`config.mk`:
```
export PLATFORM = sky130hd
export DESIGN_NAME = nor_status_reg
export DESIGN_NICKNAME = d
export VERILOG_FILES = /design/src/rtl/nsr_pkg.sv /design/src/rtl/nsr_sync.sv /design/src/rtl/nsr_flags.sv /design/src/rtl/nsr_rdsnap.sv /design/src/rtl/nsr_fmt.sv /design/src/rtl/nor_status_reg.sv
export SDC_FILE = /design/constraint.sdc
export NUM_CORES = 1
export LEC_CHECK = 0
export BUFFER_PORTS_ARGS = -buffer_cell sky130_fd_sc_hd__clkbuf_2
export CAP_MARGIN = 20
export CORE_ASPECT_RATIO = 0.9
export CORE_MARGIN = 2
export CORE_UTILIZATION = 28
export DETAILED_ROUTE_END_ITERATION = 7
export SETUP_SLACK_MARGIN = 0.05
export SLEW_MARGIN = 10
export SYNTH_ARGS = -nofsm -noshare
export SYNTH_HDL_FRONTEND = slang
export SYNTH_HIERARCHICAL = 1
export SYNTH_SLANG_ARGS = --single-unit
```
`constraint.sdc`:
```
create_clock -name clk -period 1.61 [get_ports clk]
set_clock_uncertainty 0.2 [all_clocks]
set_input_delay 0.322 -clock clk [delete_from_list [all_inputs] [get_ports clk]]
set_output_delay 0.322 -clock clk [all_outputs]
set_load 0.03 [all_outputs]
```
`src/rtl/nsr_pkg.sv`:
```
package nsr_pkg;
  localparam int unsigned STAT_W   = 8;
  localparam int unsigned B_READY  = 7;
  localparam int unsigned B_SUSP   = 6;
  localparam int unsigned B_EFAIL  = 5;
  localparam int unsigned B_PFAIL  = 4;
  localparam int unsigned B_PROT   = 3;
  localparam int unsigned B_SLEEP  = 2;

  typedef struct packed {
    logic ready;
    logic susp;
    logic efail;
    logic pfail;
    logic sleep;
  } nsr_flags_t;

  localparam nsr_flags_t FLAGS_DEFAULT = '{ready: 1'b1, susp: 1'b0,
                                           efail: 1'b0, pfail: 1'b0,
                                           sleep: 1'b0};

  function automatic logic [STAT_W-1:0] pack_status(nsr_flags_t f, logic prot);
    logic [STAT_W-1:0] s;
    s          = '0;
    s[B_READY] = f.ready;
    s[B_SUSP]  = f.susp;
    s[B_EFAIL] = f.efail;
    s[B_PFAIL] = f.pfail;
    s[B_PROT]  = prot;
    s[B_SLEEP] = f.sleep;
    return s;
  endfunction
endpackage

```
`src/rtl/nsr_sync.sv`:
```
module nsr_sync #(
  parameter int unsigned STAGES = 2,
  parameter int unsigned W      = 2
) (
  input  logic         clk,
  input  logic         rst_n,
  input  logic [W-1:0] d_async,
  output logic [W-1:0] q_sync
);
  logic [W-1:0] chain [STAGES];

  genvar g;
  generate
    for (g = 0; g < STAGES; g++) begin : g_stage
      if (g == 0) begin : g_first
        always_ff @(posedge clk) begin
          if (!rst_n) chain[0] <= '1;
          else        chain[0] <= d_async;
        end
      end else begin : g_next
        always_ff @(posedge clk) begin
          if (!rst_n) chain[g] <= '1;
          else        chain[g] <= chain[g-1];
        end
      end
    end
  endgenerate

  assign q_sync = chain[STAGES-1];
endmodule

```
`src/rtl/nsr_flags.sv`:
```
module nsr_flags
  import nsr_pkg::*;
(
  input  logic       clk,
  input  logic       rst_n,
  input  logic       pwd_n,
  input  logic       eng_start,
  input  logic       eng_done,
  input  logic       susp_req,
  input  logic       susp_reached,
  input  logic       resume_cmd,
  input  logic       erase_fail,
  input  logic       prog_fail,
  input  logic       abort_evt,
  input  logic       abort_is_erase,
  input  logic       sleep_evt,
  input  logic       rd_array_cmd,
  input  logic       clr_status_cmd,
  output nsr_flags_t flags
);
  nsr_flags_t cur, nxt;
  logic susp_ok, resume_ok, reach_ok;

  assign susp_ok   = susp_req & ~cur.ready & ~cur.susp;
  assign resume_ok = resume_cmd & cur.susp;
  assign reach_ok  = susp_reached & cur.susp;

  always_comb begin
    nxt = cur;
    // ready: clears lose against sets
    if (eng_start || resume_ok)              nxt.ready = 1'b0;
    if (eng_done || reach_ok || abort_evt)   nxt.ready = 1'b1;
    // suspend
    if (resume_ok || eng_done || abort_evt)  nxt.susp = 1'b0;
    if (susp_ok)                             nxt.susp = 1'b1;
    // sticky fail flags: engine sets, only host clears, set wins
    if (clr_status_cmd) begin
      nxt.efail = 1'b0;
      nxt.pfail = 1'b0;
    end
    if (erase_fail || (abort_evt && abort_is_erase))  nxt.efail = 1'b1;
    if (prog_fail  || (abort_evt && !abort_is_erase)) nxt.pfail = 1'b1;
    // sleep
    if (rd_array_cmd)                        nxt.sleep = 1'b0;
    if (sleep_evt || abort_evt)              nxt.sleep = 1'b1;
  end

  always_ff @(posedge clk) begin
    if (!rst_n)      cur <= FLAGS_DEFAULT;
    else if (!pwd_n) cur <= FLAGS_DEFAULT;
    else             cur <= nxt;
  end

  assign flags = cur;


  efail_sticky_chk: assert property (@(posedge clk) disable iff (!rst_n)
    (cur.efail && !clr_status_cmd && pwd_n) |=> cur.efail);

  pfail_sticky_chk: assert property (@(posedge clk) disable iff (!rst_n)
    (cur.pfail && !clr_status_cmd && pwd_n) |=> cur.pfail);

  pd_default_chk: assert property (@(posedge clk) disable iff (!rst_n)
    !pwd_n |=> (cur.ready && !cur.susp && !cur.efail && !cur.pfail && !cur.sleep));

  susp_needs_busy_chk: assert property (@(posedge clk) disable iff (!rst_n)
    $rose(cur.susp) |-> !$past(cur.ready));
endmodule

```
`src/rtl/nsr_rdsnap.sv`:
```
module nsr_rdsnap
  import nsr_pkg::*;
#(
  parameter int unsigned SYNC_STAGES = 2
) (
  input  logic              clk,
  input  logic              rst_n,
  input  logic              ce_n,
  input  logic              oe_n,
  input  logic [STAT_W-1:0] live_stat,
  output logic              sel,
  output logic [STAT_W-1:0] snap
);
  logic [1:0] strobes_s;
  logic       sel_d;
  logic       capture;

  nsr_sync #(.STAGES(SYNC_STAGES), .W(2)) u_sync (
    .clk     (clk),
    .rst_n   (rst_n),
    .d_async ({ce_n, oe_n}),
    .q_sync  (strobes_s)
  );

  assign sel     = ~strobes_s[1] & ~strobes_s[0];
  assign capture = sel & ~sel_d;

  always_ff @(posedge clk) begin
    if (!rst_n) begin
      sel_d <= 1'b0;
      snap  <= '0;
    end else begin
      sel_d <= sel;
      if (capture) snap <= live_stat;
    end
  end


  snap_hold_chk: assert property (@(posedge clk) disable iff (!rst_n)
    (sel && sel_d) |=> $stable(snap));
endmodule

```
`src/rtl/nsr_fmt.sv`:
```
module nsr_fmt
  import nsr_pkg::*;
#(
  parameter int unsigned DQ_W = 16
) (
  input  logic              clk,
  input  logic              rst_n,
  input  logic              sel,
  input  logic              pwd_n,
  input  logic              byte_mode,
  input  logic [STAT_W-1:0] snap,
  output logic [DQ_W-1:0]   dq_out,
  output logic              dq_oe_lo,
  output logic              dq_oe_hi
);
  localparam int unsigned HI_W = DQ_W - STAT_W;

  logic drive;
  assign drive = sel & pwd_n;

  always_comb begin
    dq_out                = '0;
    dq_out[STAT_W-1:2]    = snap[STAT_W-1:2];
    dq_out[DQ_W-1:STAT_W] = {HI_W{1'b0}};
  end

  assign dq_oe_lo = drive;
  assign dq_oe_hi = drive & ~byte_mode;


  byte_hi_float_chk: assert property (@(posedge clk) disable iff (!rst_n)
    byte_mode |-> !dq_oe_hi);

  pd_no_drive_chk: assert property (@(posedge clk) disable iff (!rst_n)
    !pwd_n |-> (!dq_oe_lo && !dq_oe_hi));

  low_bits_zero_chk: assert property (@(posedge clk) disable iff (!rst_n)
    dq_oe_lo |-> (dq_out[1:0] == 2'b00));
endmodule

```
`src/rtl/nor_status_reg.sv`:
```
module nor_status_reg
  import nsr_pkg::*;
#(
  parameter int unsigned DQ_W        = 16,
  parameter int unsigned SYNC_STAGES = 2
) (
  input  logic            clk,
  input  logic            rst_n,
  input  logic            pwd_n,
  input  logic            ce_n,
  input  logic            oe_n,
  input  logic            byte_mode,
  input  logic            eng_start,
  input  logic            eng_done,
  input  logic            susp_req,
  input  logic            susp_reached,
  input  logic            resume_cmd,
  input  logic            erase_fail,
  input  logic            prog_fail,
  input  logic            abort_evt,
  input  logic            abort_is_erase,
  input  logic            sleep_evt,
  input  logic            rd_array_cmd,
  input  logic            clr_status_cmd,
  input  logic            prot_lo,
  input  logic            prot_hi,
  output logic [DQ_W-1:0] dq_out,
  output logic            dq_oe_lo,
  output logic            dq_oe_hi,
  output logic            ry_pull
);
  nsr_flags_t        flags;
  logic [STAT_W-1:0] live_stat;
  logic [STAT_W-1:0] snap;
  logic              sel;
  logic              prot_any;

  assign prot_any  = prot_lo | prot_hi;
  assign live_stat = pack_status(flags, prot_any);

  nsr_flags u_flags (
    .clk            (clk),
    .rst_n          (rst_n),
    .pwd_n          (pwd_n),
    .eng_start      (eng_start),
    .eng_done       (eng_done),
    .susp_req       (susp_req),
    .susp_reached   (susp_reached),
    .resume_cmd     (resume_cmd),
    .erase_fail     (erase_fail),
    .prog_fail      (prog_fail),
    .abort_evt      (abort_evt),
    .abort_is_erase (abort_is_erase),
    .sleep_evt      (sleep_evt),
    .rd_array_cmd   (rd_array_cmd),
    .clr_status_cmd (clr_status_cmd),
    .flags          (flags)
  );

  nsr_rdsnap #(.SYNC_STAGES(SYNC_STAGES)) u_snap (
    .clk       (clk),
    .rst_n     (rst_n),
    .ce_n      (ce_n),
    .oe_n      (oe_n),
    .live_stat (live_stat),
    .sel       (sel),
    .snap      (snap)
  );

  nsr_fmt #(.DQ_W(DQ_W)) u_fmt (
    .clk       (clk),
    .rst_n     (rst_n),
    .sel       (sel),
    .pwd_n     (pwd_n),
    .byte_mode (byte_mode),
    .snap      (snap),
    .dq_out    (dq_out),
    .dq_oe_lo  (dq_oe_lo),
    .dq_oe_hi  (dq_oe_hi)
  );

  assign ry_pull = ~flags.ready & ~flags.susp & pwd_n;


  pd_ry_release_chk: assert property (@(posedge clk) disable iff (!rst_n)
    !pwd_n |-> !ry_pull);

  suspended_ry_release_chk: assert property (@(posedge clk) disable iff (!rst_n)
    live_stat[B_SUSP] |-> !ry_pull);
endmodule

```
* After elaboration in Yosys (flattened, before gate mapping) *
Memory sizes are Yosys's and may differ from the RTL's.
Cells that the tools add are included.

word-level totals
  logic and storage cells = 57
  output and inout port bits = 19
  memories kept = 1
  bits in registers = 12
  input port bits = 20
  bits in writable memories = 4

cells by class
  bitwise operators = 21
  reductions and logical operators = 17
  multiplexer cells = 11

memory list
  name                 words  width  read ports  clocked after Yosys merged registers in  wr ports  line            RTL
  u_snap.u_sync.chain  2      2      2           0                                        2         nsr_sync.sv:10  logic [W-1:0] chain [STAGES];

operators by type and width
  cell               number
  $and 1x1->1        10
  $logic_or 1x1->1   8
  $mux 1             8
  $not 1->1          8
  $reduce_bool 2->1  4
  $mux 2             3
  $or 1x1->1         3
  $reduce_or 3->1    1
  $logic_and 1x1->1  2
  $reduce_and 2->1   1
  $logic_not 1->1    1

* Longest topological paths before layout *
Gate-level depths: netlist of run 1.

  word-level depth = 5
  mapped depth = 4
  depth with buffers taken out = 3

* Cells and area by module *
The synthesis of run 1 kept the hierarchy.

modules (own cells, without submodules)
  module          seq. area each (sq um)  cells each  area each (sq um)  instances
  nsr_rdsnap      180.2                   38          356.6              1
  nsr_flags       100.1                   23          210.2              1
  nsr_fmt         0.0                     19          138.9              1
  nsr_sync        80.1                    8           105.1              1
  nor_status_reg  0.0                     3           22.5               1

* Worst setup path before layout of run 1 *
OpenSTA, ideal clock, no wires.

  kind = register to output
  start point = register u_flags.cur (netlist bit u_flags/flags[3])
  end point = output ry_pull
  required time = 1.088 ns
  slack = 0.287 ns
  data arrival time = 0.801 ns
  stages on the path, launching flop included = 2
  cells stage by stage = dfxtp_1 > nor3b_2

on the way
  longest elaborated chain between the ends = 3

RTL lines
  element                    line                  RTL
  start: declaration         nsr_flags.sv:21       nsr_flags_t cur, nxt;
  start signal: assignment   nsr_flags.sv:51       else cur <= nxt;
  $not 1->1                  nor_status_reg.sv:82  assign ry_pull = ~flags.ready & ~flags.susp & pwd_n;
  $and 1x1->1 (2 in series)  nor_status_reg.sv:82
  end: declaration           nor_status_reg.sv:30  output logic ry_pull

Every way passes these cells.

==> results of run 1 <==
final cells by class:
cell class / count / area (µm²)
fill: 274 / 1580
inverter: 1 / 3.75
clock buffer: 4 / 36.3
timing repair buffer: 32 / 190
multi-input combinational: 56 / 342
tap: 28 / 35.0
sequential: 16 / 327
placed cells by master (no fill, tap or decap), types with 2 or more instances in the layout:
cell type,count
and2_1,2
nand2_1,14
dfxtp_2,2
clkbuf_8,3
buf_4,5
nand2b_1,9
clkbuf_4,3
a21oi_1,3
mux2i_1,6
conb_1,10
dfxtp_1,13
clkbuf_2,25
sequential cells by signal (all words and copies together), names as in the netlist:
register / flops
u_flags/flags: 5
u_snap/snap: 6
u_snap/sel_d: 1
u_snap/u_sync/chain: 4
worst max-delay path by stage:
stage / end / slack (ns)
2_1_floorplan: ry_pull / 0.29
3_3_place_gp: ry_pull / 0.28
3_5_place_dp: ry_pull / 0.24
4_1_cts: dq_oe_hi / 0.01
5_1_grt: dq_oe_hi / -0.03
6_report: dq_oe_hi / 0.05
metal layers:
| layer | global-route usage | vias to the layer above | wire length (µm) |
|---|---|---|---|
| li1 | - | 294 | - |
| met1 | 0.127 | 236 | 628 |
| met2 | 0.137 | 28 | 573 |
| met3 | 0.0367 | 2 | 119 |
| met4 | 0.0341 | 0 | 17 |
| met5 | 0 | - | 0 |
power breakdown:
group,total (mW),internal (mW),switching (mW)
clock,0.257,0.137,0.120
combinational,0.0941,0.0342,0.0598
sequential,0.411,0.405,0.00597
total,0.762,0.576,0.185
critical path: stages, from the launching register on:
cell      delay (ns)
dfxtp_2         0.34
nor2_4          0.10
and3b_1         0.17
clkbuf_8        0.15
through the flow:
stage / std cells / setup TNS, ns / setup slack [ns] / instance area, µm² / hold slack (ns)
after global placement: 130 / 0 / 0.276 / 841 / 0.197
after floorplan: 91 / 0 / 0.287 / 788 / 0.186
after detailed placement: 130 / 0 / 0.244 / 841 / 0.203
after global routing: 137 / -0.0343 / -0.0343 / 933 / 0.0243
after CTS: 135 / 0 / 0.0125 / 911 / 0.0232
final: 137 / 0 / 0.0469 / 933 / 0.0243
repair_timing:
| item | in CTS | in global routing |
|---|---|---|
| cloned | 0 | 0 |
| setup endpoints to repair | 3 | 3 |
| resized for setup | 9 | 3 |
| setup buffers | 1 | 2 |
| pin swaps | 2 | 1 |
==> results.json, run 1 <==
{
  "drt-initial-drc-count": 14,
  "cts-buffers-inserted": 3,
  "cp.arrival_ns": 1.04,
  "crit_type": "reg -> out",
  "die_y_um": 53.2,
  "yosysWarnings": 6,
  "grt_pass1_vias": 505,
  "min-delay-start": "oe_n",
  "critPathCaptureType": "primary output",
  "post-route-util": 0.372,
  "max_freq_mhz": 640,
  "whs_endpoint": "u_snap/u_sync/chain[0][0]$_SDFF_PN1_",
  "startpoint_type": "register",
  "hp-class": "in -> reg",
  "drc": 0,
  "cp.required_ns": 1.09,
  "dr.pass1.iters": 6,
  "reg2reg_depth": 3,
  "power.density_nw_per_um2": 816,
  "syn-cell-area_um2": 754,
  "synthToLayoutAreaGrowth_pct": 23.7,
  "status": "completed",
  "cts_buffer_depth": 2,
  "synthCells": 82,
  "power.static_leakage_nw": 0.419,
  "ir_worst_vdd_uv": 443,
  "routabilityCongestion": 0.697,
  "total_power_mw": 0.762,
  "antenna_found_initial": 0,
  "rsz0062_at_grt": "yes",
  "cts_tree": "built",
  "clk_pin_slew_worst_paths_ns": 0.09,
  "layout.nets": 130,
  "initial_core_util": 0.301,
  "fin_crit_ns": 1.56,
  "setup_viol": 0,
  "r2r_start": "u_snap/u_sync/chain[1][1]$_SDFF_PN1_",
  "critPathLaunch": "u_snap/u_sync/chain[1][1]$_SDFF_PN1_",
  "vias": 560,
  "final_layout_size_suffix_gt1_frac": 0.385,
  "maxSlewViolCount": 0,
  "grt_pass1_wl_um": 2170,
  "hold_viol_final": 0,
  "wl_per_cell_um": 9.77,
  "fp.dieW_um": 58.7,
  "diodes": 0,
  "post-route-period-util": 0.971,
  "rows": 17,
  "io_pins": 39,
  "core_um2": 2510,
  "grt_max_degree": 17,
  "r2r_setup_slack_ns": 0.28,
  "dp_hpwl_um": 1080,
  "clockRootBuffer": "clkbuf_4",
  "r2r_end": "u_snap/snap[6]$_SDFFE_PN0P_",
  "drt-total-wl_um": 1340,
  "die_area_um2": 3130,
  "cts_sinks": 16,
  "h-tree-depth": 1,
  "drv_cap": 0,
  "synth.avg_cell_area_um2": 9.20,
  "hold_depth": 2,
  "clock_latency_ns": 0.28,
  "grt.overflow.total": 0,
  "cts_hold_buf": 0,
  "worstPathMaxFanout": 3,
  "vias_per_cell": 4.09,
  "portBuffers": 28,
  "grtUsageTotal": 0.0948,
  "ant_nets": 0
}
Power figures use the tool's default switching activity.
==> run 2, diff against run 1 <==
- SETUP_SLACK_MARGIN: 0.05 -> 0.1
==> run 2 against run 1 <==
Net effect: the run now ends with design-rule violations left; clock power about the same; critical path depth is the same; highest routed layer unchanged; clock-buffer cell count unchanged; critical path type unchanged.
==> results.json, run 2 (synthesis results as in run 1) <==
{
  "status": "complete, but fails checks",
  "violations": "design-rule violations",
  "vias": 565,
  "min-delay-start": "oe_n",
  "largest_register": "u_snap/snap",
  "p_int_mw": 0.577,
  "core_um2": 2510,
  "grtUsageTotal": 0.0984,
  "max_freq_mhz": 637,
  "cts_buffer_depth": 2,
  "portBuffers": 28,
  "routabilityCongestion": 0.697,
  "drt-initial-drc-count": 11,
  "drv_cap": 0,
  "dp_hpwl_um": 1080,
  "maxSlewViolCount": 0,
  "cts-buffers-inserted": 3,
  "die_y_um": 53.2,
  "cp.arrival_ns": 1.05,
  "dr.pass1.iters": 6,
  "cts_sinks": 16,
  "clk_pin_slew_worst_paths_ns": 0.09,
  "dp_slack_ns": 0.244,
  "total_power_mw": 0.762,
  "critPathLaunch": "u_snap/u_sync/chain[1][1]$_SDFF_PN1_",
  "startpoint_type": "register",
  "power.density_nw_per_um2": 810,
  "layout.nets": 130,
  "rows": 17,
  "largest_reg_flops": 6,
  "crit_type": "reg -> out",
  "cp.required_ns": 1.09,
  "antenna_found_initial": 0,
  "io_pins": 39,
  "place_inst": 130,
  "stdcell_count": 137,
  "hp-class": "in -> reg",
  "post-route-period-util": 0.975,
  "grt_max_degree": 17,
  "p_seq_frac": 0.539,
  "vias_per_cell": 4.12,
  "drt-total-wl_um": 1390,
  "p_clk_frac": 0.336,
  "grt_pass1_wl_um": 2260,
  "switching_share": 0.243,
  "clockRootBuffer": "clkbuf_4",
  "post_dp_cell_area_um2": 841,
  "final_common_cell": "clkbuf_2",
  "power.static_leakage_nw": 0.419,
  "r2r_start": "u_snap/u_sync/chain[1][1]$_SDFF_PN1_",
  "setup_ws_ns": 0.0403,
  "critPathCaptureType": "primary output",
  "ant_nets": 0,
  "final_cell_area_um2": 941,
  "hold_viol_final": 0,
  "die_area_um2": 3130,
  "fin_crit_ns": 1.57,
  "grt_pass1_vias": 521,
  "cts_tree": "built",
  "grt.overflow.total": 0,
  "final_layout_size_suffix_gt1_frac": 0.394,
  "pwr-share-comb": 0.125,
  "wl_per_cell_um": 10.2,
  "clock_latency_ns": 0.28,
  "tns_ns": 0,
  "worstPathMaxFanout": 3,
  "initial_core_util": 0.301,
  "p_sw_mw": 0.185,
  "mostFrequentLayoutCells": "clkbuf_2, nand2_1, dfxtp_1",
  "ir_worst_vdd_uv": 439,
  "drc": 1,
  "rsz0062_at_grt": "yes",
  "setup_viol": 0,
  "h-tree-depth": 1,
  "fp.dieW_um": 58.7,
  "synthToLayoutAreaGrowth_pct": 24.7,
  "diodes": 0,
  "cts_hold_buf": 0
}
==> run 2: cell types whose count changed in the layout (fill, tap and decap cells not counted) <==
cell / previous run / this run
clkbuf_8: 3 / 4
dfxtp_2: 2 / 3
buf_4: 5 / 4
dfxtp_1: 13 / 12
==> run 2: critical path: stages (launching register included) <==
cell and delay, ns:
dfxtp_2 0.34, nor2_4 0.10, and3b_1 0.18, clkbuf_8 0.16
==> run 2: worst paths after layout <==
path,endpoint,slack [ns],depth (start not counted)
worst max-delay path,dq_oe_hi,0.04,3
worst min-delay path,u_snap/u_sync/chain[0][0]$_SDFF_PN1_,0.03,2
worst max register to register,u_snap/snap[6]$_SDFFE_PN0P_,0.28,3
worst min register to register,u_snap/u_sync/chain[1][0]$_SDFF_PN1_,0.22,1
==> run 2: per-stage QoR <==
stage / util / hold slack, ns
floorplan: - / 0.186
global placement: 0.335 / 0.197
detailed placement: 0.335 / 0.203
CTS: 0.373 / 0.0232
global route: 0.375 / 0.0244
finish: 0.375 / 0.0276
==> run 2: power by group through the flow <==
stage / combinational, mW / sequential, mW / clock, mW
2_1_floorplan: 0.0783 / 0.419 / 0
4_1_cts: 0.0952 / 0.410 / 0.266
6_report: 0.0954 / 0.410 / 0.256
5_1_grt: 0.105 / 0.412 / 0.282
3_5_place_dp: 0.0910 / 0.421 / 0
3_3_place_gp: 0.0900 / 0.421 / 0
==> run 2: layout make-up <==
| type | instances | area, µm² |
|---|---|---|
| fill | 268 | 1570 |
| tap | 28 | 35.0 |
| timing repair buffer | 32 | 196 |
| inverter | 1 | 3.75 |
| clock buffer | 4 | 36.3 |
| multi-input combinational | 56 | 342 |
| sequential | 16 | 328 |
==> run 2: layer usage <==
layer	part of all wire	wire (µm)	vias to the layer above	track usage
li1	-	-	295	-
met1	0.46	640	242	0.130
met2	0.44	607	26	0.144
met3	0.090	125	2	0.0391
met4	0.012	17	0	0.0341
met5	0	0	-	0
==> run 2: timing repair <==
| action | in CTS | in global routing |
|---|---|---|
| pin swaps | 4 | 0 |
| setup endpoints to repair | 3 | 3 |
| resized for setup | 12 | 1 |
| buffers inserted | 3 | 0 |
